[config.mk]
export PLATFORM = sky130hd
export DESIGN_NAME = tlb_maint_regs
export DESIGN_NICKNAME = d
export VERILOG_FILES = /design/src/rtl/tlb_maint_pkg.sv /design/src/rtl/tlb_maint_index.sv /design/src/rtl/tlb_maint_build.sv /design/src/rtl/tlb_maint_array.sv /design/src/rtl/tlb_maint_regs.sv
export SDC_FILE = /design/constraint.sdc
export NUM_CORES = 2
export LEC_CHECK = 0
export CAP_MARGIN = 20
export CELL_PAD_IN_SITES_DETAIL_PLACEMENT = 1
export CELL_PAD_IN_SITES_GLOBAL_PLACEMENT = 2
export CORE_AREA = 2 2 462 464
export CTS_CLUSTER_SIZE = 28
export DETAILED_ROUTE_END_ITERATION = 12
export DIE_AREA = 0 0 464 466
export PLACE_DENSITY = 0.74
export SLEW_MARGIN = 0
export SYNTH_ARGS = -nofsm -noshare
export SYNTH_HDL_FRONTEND = slang
export SYNTH_SLANG_ARGS = --single-unit
[constraint.sdc]
create_clock -name clk -period 7.64 [get_ports clk]
set_clock_uncertainty 0.05 [all_clocks]
set_input_delay 1.146 -clock clk [delete_from_list [all_inputs] [get_ports clk]]
set_output_delay 1.146 -clock clk [all_outputs]
set_load 0.01 [all_outputs]
[src/rtl/tlb_maint_pkg.sv]
package tlb_maint_pkg;
    localparam int VPNW      = 20;
    localparam int PFNW      = 20;
    localparam int DATAW     = 24;
    localparam int PAGE_BITS = 12;
    localparam int CTL_RD    = 0;
    localparam int CTL_WE    = 1;
    localparam int PID_LSB   = 4;
    localparam int WAY_LSB   = 24;
    localparam int ACC_G     = 24;
    localparam int VPN_LSB   = 2;

    typedef enum logic [1:0] {
        SEL_ACC  = 2'd0,
        SEL_MISC = 2'd1,
        SEL_PTA  = 2'd2,
        SEL_NONE = 2'd3
    } reg_sel_e;

    typedef enum logic [2:0] {
        OP_IDLE,
        OP_ACC_PLAIN,
        OP_COMMIT,
        OP_MISC_PLAIN,
        OP_MISC_READ,
        OP_PTA
    } op_e;
endpackage

[src/rtl/tlb_maint_index.sv]
module tlb_maint_index #(
    parameter int WAYS            = 4,
    parameter int ENTRIES_PER_WAY = 8,
    localparam int WAYW  = $clog2(WAYS),
    localparam int EPWW  = $clog2(ENTRIES_PER_WAY),
    localparam int IDXW  = $clog2(WAYS * ENTRIES_PER_WAY)
) (
    input  logic [WAYW-1:0] way,
    input  logic [EPWW-1:0] vpn_lo,
    output logic [IDXW-1:0] idx
);
    always_comb begin
        idx = IDXW'(way) * IDXW'(ENTRIES_PER_WAY) + IDXW'(vpn_lo);
    end
endmodule

[src/rtl/tlb_maint_build.sv]
module tlb_maint_build
    import tlb_maint_pkg::*;
#(
    parameter int PIDW        = 8,
    parameter int VALID_LIMIT = 'hC0000,
    localparam int TAGW = VPNW + 2 + PIDW
) (
    input  logic [VPNW-1:0]  vpn,
    input  logic [PIDW-1:0]  pid,
    input  logic [ACC_G:0]   acc_word,
    output logic [TAGW-1:0]  tag,
    output logic [DATAW-1:0] data
);
    logic valid;

    always_comb begin
        valid = ({12'd0, vpn} < 32'(VALID_LIMIT));
        tag   = {vpn, acc_word[ACC_G], valid, pid};
        data  = acc_word[DATAW-1:0];
    end
endmodule

[src/rtl/tlb_maint_array.sv]
module tlb_maint_array #(
    parameter int ENTRIES = 32,
    parameter int TAGW    = 30,
    parameter int DATAW   = 24,
    localparam int IDXW   = $clog2(ENTRIES),
    localparam int EW     = TAGW + DATAW
) (
    input  logic             clk,
    input  logic             rst,
    input  logic             we,
    input  logic [IDXW-1:0]  idx,
    input  logic [TAGW-1:0]  wr_tag,
    input  logic [DATAW-1:0] wr_data,
    output logic [TAGW-1:0]  rd_tag,
    output logic [DATAW-1:0] rd_data
);
    logic [EW-1:0] mem [ENTRIES];

    for (genvar e = 0; e < ENTRIES; e++) begin : g_entry
        always_ff @(posedge clk) begin
            if (rst) begin
                mem[e] <= '0;
            end else if (we && (idx == IDXW'(e))) begin
                mem[e] <= {wr_tag, wr_data};
            end
        end
    end

    always_comb begin
        {rd_tag, rd_data} = mem[idx];
    end
endmodule

[src/rtl/tlb_maint_regs.sv]
module tlb_maint_regs
    import tlb_maint_pkg::*;
#(
    parameter int WAYS            = 4,
    parameter int ENTRIES_PER_WAY = 8,
    parameter int PIDW            = 8,
    parameter int VALID_LIMIT     = 'hC0000
) (
    input  logic            clk,
    input  logic            rst,
    input  logic            wr_en,
    input  logic [1:0]      wr_sel,
    input  logic [31:0]     wr_data,
    output logic [31:0]     acc_q,
    output logic [31:0]     misc_q,
    output logic [31:0]     pta_q,
    output logic            flush_page_vld,
    output logic [31:0]     flush_page_addr,
    output logic            flush_pid_vld,
    output logic [PIDW-1:0] flush_pid
);
    localparam int WAYW    = $clog2(WAYS);
    localparam int EPWW    = $clog2(ENTRIES_PER_WAY);
    localparam int ENTRIES = WAYS * ENTRIES_PER_WAY;
    localparam int IDXW    = $clog2(ENTRIES);
    localparam int TAGW    = VPNW + 2 + PIDW;

    op_e              op;
    logic [VPNW-1:0]  vpn_wr;
    logic [PIDW-1:0]  pid_wr;
    logic [WAYW-1:0]  way_sel;
    logic [IDXW-1:0]  idx;
    logic [TAGW-1:0]  new_tag, old_tag;
    logic [DATAW-1:0] new_data, old_data;
    logic             changed;
    logic             arr_we;
    logic             old_valid, old_g;
    logic [VPNW-1:0]  old_vpn;
    logic [PIDW-1:0]  old_pid;
    logic [PIDW-1:0]  wr_pid;
    logic [31:0]      misc_loaded;

    // decode the write into one operation
    always_comb begin
        op = OP_IDLE;
        if (wr_en) begin
            unique case (reg_sel_e'(wr_sel))
                SEL_ACC:  op = misc_q[CTL_WE] ? OP_COMMIT : OP_ACC_PLAIN;
                SEL_MISC: op = wr_data[CTL_RD] ? OP_MISC_READ : OP_MISC_PLAIN;
                SEL_PTA:  op = OP_PTA;
                SEL_NONE: op = OP_IDLE;
            endcase
        end
    end

    always_comb begin
        way_sel = (op == OP_MISC_READ) ? wr_data[WAY_LSB +: WAYW]
                                       : misc_q[WAY_LSB +: WAYW];
        wr_pid  = wr_data[PID_LSB +: PIDW];
    end

    tlb_maint_index #(
        .WAYS(WAYS), .ENTRIES_PER_WAY(ENTRIES_PER_WAY)
    ) u_index (
        .way(way_sel), .vpn_lo(vpn_wr[EPWW-1:0]), .idx(idx)
    );

    tlb_maint_build #(
        .PIDW(PIDW), .VALID_LIMIT(VALID_LIMIT)
    ) u_build (
        .vpn(vpn_wr), .pid(pid_wr), .acc_word(wr_data[ACC_G:0]),
        .tag(new_tag), .data(new_data)
    );

    tlb_maint_array #(
        .ENTRIES(ENTRIES), .TAGW(TAGW), .DATAW(DATAW)
    ) u_array (
        .clk(clk), .rst(rst), .we(arr_we), .idx(idx),
        .wr_tag(new_tag), .wr_data(new_data),
        .rd_tag(old_tag), .rd_data(old_data)
    );

    always_comb begin
        old_pid   = old_tag[PIDW-1:0];
        old_valid = old_tag[PIDW];
        old_g     = old_tag[PIDW+1];
        old_vpn   = old_tag[TAGW-1 -: VPNW];
        changed   = (old_tag != new_tag) || (old_data != new_data);
        arr_we    = (op == OP_COMMIT) && changed;
        misc_loaded = wr_data;
        misc_loaded[PID_LSB +: PIDW] = old_pid;
    end

    // register and pulse updates
    always_ff @(posedge clk) begin
        if (rst) begin
            acc_q           <= '0;
            misc_q          <= '0;
            pta_q           <= '0;
            vpn_wr          <= '0;
            pid_wr          <= '0;
            flush_page_vld  <= 1'b0;
            flush_page_addr <= '0;
            flush_pid_vld   <= 1'b0;
            flush_pid       <= '0;
        end else begin
            flush_page_vld <= 1'b0;
            flush_pid_vld  <= 1'b0;
            unique case (op)
                OP_IDLE, OP_ACC_PLAIN: begin
                end
                OP_COMMIT: begin
                    if (changed && old_valid) begin
                        flush_page_vld  <= 1'b1;
                        flush_page_addr <= {old_vpn, {PAGE_BITS{1'b0}}};
                    end
                    misc_q[WAY_LSB +: WAYW] <= way_sel + 1'b1;
                end
                OP_MISC_PLAIN, OP_MISC_READ: begin
                    if (wr_pid != pid_wr) begin
                        flush_pid_vld <= 1'b1;
                        flush_pid     <= pid_wr;
                    end
                    pid_wr <= wr_pid;
                    if (op == OP_MISC_READ) begin
                        misc_q <= misc_loaded;
                        acc_q  <= {acc_q[31:ACC_G+1], old_g, old_data};
                        pta_q[VPN_LSB +: VPNW] <= old_vpn;
                    end else begin
                        misc_q <= wr_data;
                    end
                end
                OP_PTA: begin
                    pta_q[31:VPN_LSB+VPNW] <= wr_data[31:VPN_LSB+VPNW];
                    pta_q[VPN_LSB-1:0]     <= wr_data[VPN_LSB-1:0];
                    vpn_wr                 <= wr_data[VPN_LSB +: VPNW];
                end
                default: begin
                end
            endcase
        end
    end
endmodule

; ---- Word-level counts from Yosys, hierarchy flattened
; Memories as Yosys holds them, arrays and structs flattened.
; Cells that the tools add are included.
[word_totals]
mem_bits_rw = 1728
memories = 1
word_cells = 273
out_inout_bits = 138
ff_bits = 147
[mem_list]
columns = memory, depth, word_bits, rd, rd_ports_with_merged_regs, write_ports, line
row1 = u_array.mem, 32, 54, 1, 0, 32, tlb_maint_array.sv:17  ; logic [EW-1:0] mem [ENTRIES];
[op_classes]
magnitude_cmp = 1
mux = 139
eq_ne = 41
n_addsub = 2
n_bitwise = 34
reduce_logical = 44
[op_table]
columns = op, n
row1 = $mux W54, 32
row2 = $mux W1, 100
row3 = $eq A5 B5 Y1 const B, 16
row4 = $eq A5 B4 Y1 const B, 8
row5 = $logic_and A1 B1 Y1, 34
row6 = $or A1 B1 Y1, 32
row7 = $ne A30 B30 Y1, 1
row8 = $ne A24 B24 Y1, 1
row9 = $eq A5 B3 Y1 const B, 4
row10 = $lt A20 B20 Y1 const B, 1
row11 = $mux W12, 1
row12 = $pmux W3 S4, 1
row13 = $eq A5 B2 Y1 const B, 2
row14 = $ne A8 B8 Y1, 1
row15 = $eq A3 B2 Y1 const B, 2
row16 = $eq A3 B3 Y1 const B, 2
row17 = $mux W3, 2
row18 = $reduce_and A2 Y1, 3
row19 = $reduce_or A2 Y1, 3
row20 = $add A5 B3 Y5, 1
row21 = $eq A5 B1 Y1 const B, 1
row22 = $logic_not A5 Y1, 1
row23 = $eq A2 B2 Y1 const B, 2
row24 = $mux W2, 2
row25 = other kinds (7), 8

; ---- Logic depth before layout (Yosys ltp)
; An unclocked memory read counts as a cell.
[logic_depth]
ltp_word = 15
mapped_depth = 22
ltp_nobuf = 11

; ---- Cells and area by module
; From an unflattened synthesis, not the netlist that was laid out.
[unflattened]
cells_unflattened = 5985
area_unflattened_um2 = 85011.5
[modules_own_cells]
columns = mod, instances, cells_each, seq_area_each_um2, area_each_um2
row1 = tlb_maint_array, 1, 5179, 51889.8, 78356.4
row2 = tlb_maint_regs, 1, 746, 2942.8, 6208.5
row3 = tlb_maint_build, 1, 55, 0.0, 409.1
row4 = tlb_maint_index, 1, 5, 0.0, 37.5

; ---- Least setup slack after synthesis
; Ideal clock, no wire load.
[synth_timing]
kind = input-to-reg
startpoint = in wr_sel[0]
endpoint = mem u_array.mem[13][0] (netlist bit), enable pin
setup_slack_ps = 751
cell_stages = 18
arrival_ps = 6362
setup_time_ps = 477
cell_sequence = buf_4 > nand4b_4 > buf_6 > mux2i_4 > buf_4 > buf_4 > buf_2 > buf_1 > a211oi_1 > a31oi_1 > xor2_1 > nand4b_1 > or4_4 > buf_6 > buf_6 > nand3_2 > buf_2 > o21bai_1
[synth_lines]
columns = item, line
row1 = from (decl), tlb_maint_regs.sv:12  ; input logic [1:0] wr_sel,
row2 = to (decl), tlb_maint_array.sv:17

==> impl_metrics.env <==
export IMPL_status="finished, final reports clean"
export IMPL_portBuffers=155
export IMPL_cts_buffers=195
export IMPL_area_growth_pct=15.0
export IMPL_synth_edf_count=1728
export IMPL_maxCapViolCount=0
export IMPL_ff_latch_area_um2=54800
export IMPL_synth_area_leader_cell="edfxtp_1"
export IMPL_groute_usage_overall_pct=30.7
export IMPL_num_rows=169
export IMPL_grt_pass1_wl_mm=463
export IMPL_worstSkewPairLatency_ns=0.87
export IMPL_use_met2_pct=48.2
export IMPL_fin_setup_tns_ns=0
export IMPL_cts_tree="done"
export IMPL_cts_max_path_buffers=3
export IMPL_synth_top_cell_area_share_pct=61.8
export IMPL_final_setup_viol_count=0
export IMPL_async_flop_share_pct=0
export IMPL_min_delay_path_depth=2
export IMPL_grt_met1_usage_pct=40.6
export IMPL_power_mw=22.9
export IMPL_layout_common_cells="edfxtp_1, nor2_1, and2_1"
export IMPL_htree_levels=4
export IMPL_grt_busiest_layer="met2"
export IMPL_wl_per_cell_um=36.6
export IMPL_final_common_cell="edfxtp_1"
export IMPL_ff2ff_path_depth=14
export IMPL_reg2reg_from="vpn_wr[0]$_SDFFE_PP0N_"
export IMPL_first_iter_violations=8689
export IMPL_die_area_um2=216000
export IMPL_drive_gt1_share_pct=17.2
export IMPL_worstPathRequired_ns=8.17
export IMPL_rsz0062_at_grt="no"
export IMPL_yosysUniqueCellTypes=89
export IMPL_via_count=56500
export IMPL_worstSetupPathType="in -> reg"
export IMPL_worstHoldStart="pta_q[24]$_SDFFE_PP0N_"
export IMPL_power_per_cell_area_nw_per_um2=238
export IMPL_placed_cells=8820
export IMPL_gr_usage_met3_pct=6.76
export IMPL_hold_path_end="pta_q[24]$_SDFFE_PP0N_"
export IMPL_die_h_um=466
export IMPL_cts_sinks=1875
export IMPL_fmax_mhz=148
export IMPL_post_cts_setup_buffer_count=0
export IMPL_ys_seq_elements=1875
export IMPL_coreArea_um2=211000
export IMPL_place_ws_ns=0.0851
export IMPL_vdd_drop_max_mv=0.259
export IMPL_period_needed_ns=6.77
export IMPL_leakagePower_nw=32.5
export IMPL_cp_end_kind="register"
export IMPL_cts_root_buf="clkbuf_16"
export IMPL_slew_viol_final=0
export IMPL_via_per_inst=6.15
export IMPL_r2r_end="u_array.mem[17][51]$_SDFFCE_PN0P_"
export IMPL_overflow=0
export IMPL_synthTopCellsByArea="edfxtp_1, mux4_2, and2_1"
export IMPL_first_pass_iters=7
export IMPL_tightestPinTransition_ns=1.16
export IMPL_ys_seq_area_share_pct=65.3
export IMPL_yosysWarnings=0
export IMPL_fin_ws_ns=0.867
export IMPL_regToRegSetupSlack_ns=0.90
export IMPL_antenna_left=0
export IMPL_grt_max_degree=88
export IMPL_fill_cells=20900
export IMPL_fin_cells=9187
export IMPL_arrival_ns=7.31
export IMPL_cts_resized=0
export IMPL_multiInputGateArea_um2=26700
export IMPL_wl_mm=336
export IMPL_postSynthCellCount=6022
export IMPL_final_hold_viol_count=0
export IMPL_grt_pass1_vias=56900
export IMPL_drcViolationCount=0
export IMPL_crit_path_max_incr_delay_ns=0.79
export IMPL_hpwl_mm=204
export IMPL_clk_pin_slew_ns=0.06
export IMPL_path_max_fanout=30
export IMPL_syn_cell_area_um2=83900
export IMPL_start_util_pct=39.7
export IMPL_start_kind="input port"
export IMPL_hp_class="reg -> reg"
export IMPL_relSlewSlack_pct=21.6
export IMPL_antenna_found_initial=33
export IMPL_crit_chain="clkdlybuf4s50_1 -> nand4b_4 -> mux2_4 -> nor2_1 -> buf_4 -> a32oi_1 -> nand2_1 -> xor2_1 -> o2111ai_1 -> or4_1 -> or4_4 -> nand3_4 -> buf_4 -> nor2_1"
export IMPL_place_gp_congestion=0.906
export IMPL_finalNetCount=6233
export IMPL_postSynthAreaPerCell_um2=13.9
export IMPL_fin_crit_sh_pct=88.6
export IMPL_ios=175
export IMPL_critPathSlowestCell="or4_4"
export IMPL_die_w_um=464
export IMPL_holdBufCountCts=0
export IMPL_synth_ff_type="edfxtp_1"
==> state kept, by name, summed over array words and instances (netlist names) <==
| register | count |
|---|---|
| acc_q | 25 |
| pta_q | 32 |
| pid_wr | 8 |
| misc_q | 32 |
| flush_page_vld | 1 |
| flush_pid_vld | 1 |
| flush_pid | 8 |
| u_array.mem | 1728 |
| flush_page_addr | 20 |
| vpn_wr | 20 |
==> how the worst max path moves through the flow <==
stage / startpoint / endpoint / slack [ns] / cells past startpoint
after global placement: wr_sel[0] / u_array.mem[11][5]$_SDFFCE_PN0P_ / 0.20 / 14
final: wr_en / u_array.mem[17][51]$_SDFFCE_PN0P_ / 0.87 / 14
after global routing: vpn_wr[1]$_SDFFE_PP0N_ / u_array.mem[3][41]$_SDFFCE_PN0P_ / 0.79 / 14
after detailed placement: wr_sel[0] / u_array.mem[11][1]$_SDFFCE_PN0P_ / 0.09 / 14
after CTS: wr_sel[0] / u_array.mem[3][29]$_SDFFCE_PN0P_ / 0.98 / 14
after floorplan: wr_sel[0] / u_array.mem[13][0]$_SDFFCE_PN0P_ / 0.75 / 18
==> cells by family after synthesis <==
family,after synthesis,synth area share (%)
AO/OA/AOI/OAI,512,4.31
flip-flops,1875,65.3
other,1,0.00447
AND/OR/NAND/NOR,2401,13.7
buffers and inverters,575,3.86
multiplexers,614,12.4
XOR/XNOR,44,0.459
==> synth_stat cells (61+ instances only) <==
master and n:
edfxtp_1 1728, nor2_1 982, and2_1 786, nand2_1 446
mux4_2 327, clkbuf_1 268, mux2i_1 199, dfxtp_1 147
a21oi_1 135, buf_4 104, buf_2 93, mux2_2 84
buf_6 75, o22ai_1 61
==> power by group <==
group | leakage, nW | switching [mW] | internal (mW) | total [mW]
sequential | 19.0 | 0.123 | 11.5 | 11.6
combinational | 10.5 | 1.34 | 0.549 | 1.89
clock | 3.02 | 4.17 | 5.25 | 9.42
==> per-layer routing <==
metal / vias up / wire length [µm] / share of wire [%]
li1: 22300 / - / -
met1: 29900 / 128000 / 38
met2: 3581 / 154000 / 46
met3: 799 / 36500 / 11
met4: 13 / 17500 / 5.2
met5: - / 149 / 0.044
==> final cells by class <==
cell class                      instances  area share (%)
Sequential cell                      1875            56.8
Multi-Input combinational cell       3638            27.6
Clock buffer                          266            5.56
Timing Repair Buffer                  468            5.47
Tap cell                             2821            3.66
Clock inverter                         96           0.794
Inverter                               18          0.0713
Antenna cell                            5          0.0130
==> critical path, delay by kind of cell <==
| family | cells | cell delay, ns |
|---|---|---|
| simple gates | 7 | 3.19 |
| mux | 1 | 0.62 |
| buf+inv | 3 | 1.39 |
| compound gates | 2 | 0.36 |
| xor+xnor | 1 | 0.47 |
==> metrics by stage <==
stage	instance area, µm²	hold slack [ns]	util [%]
finish	96600	0.406	45.7
global route	96600	0.418	45.7
CTS	96600	0.407	45.7
detailed placement	90400	0.399	42.8
global placement	90400	0.392	42.8
floorplan	84200	0.426	-
No activity file was read; power rests on OpenSTA's default activity.
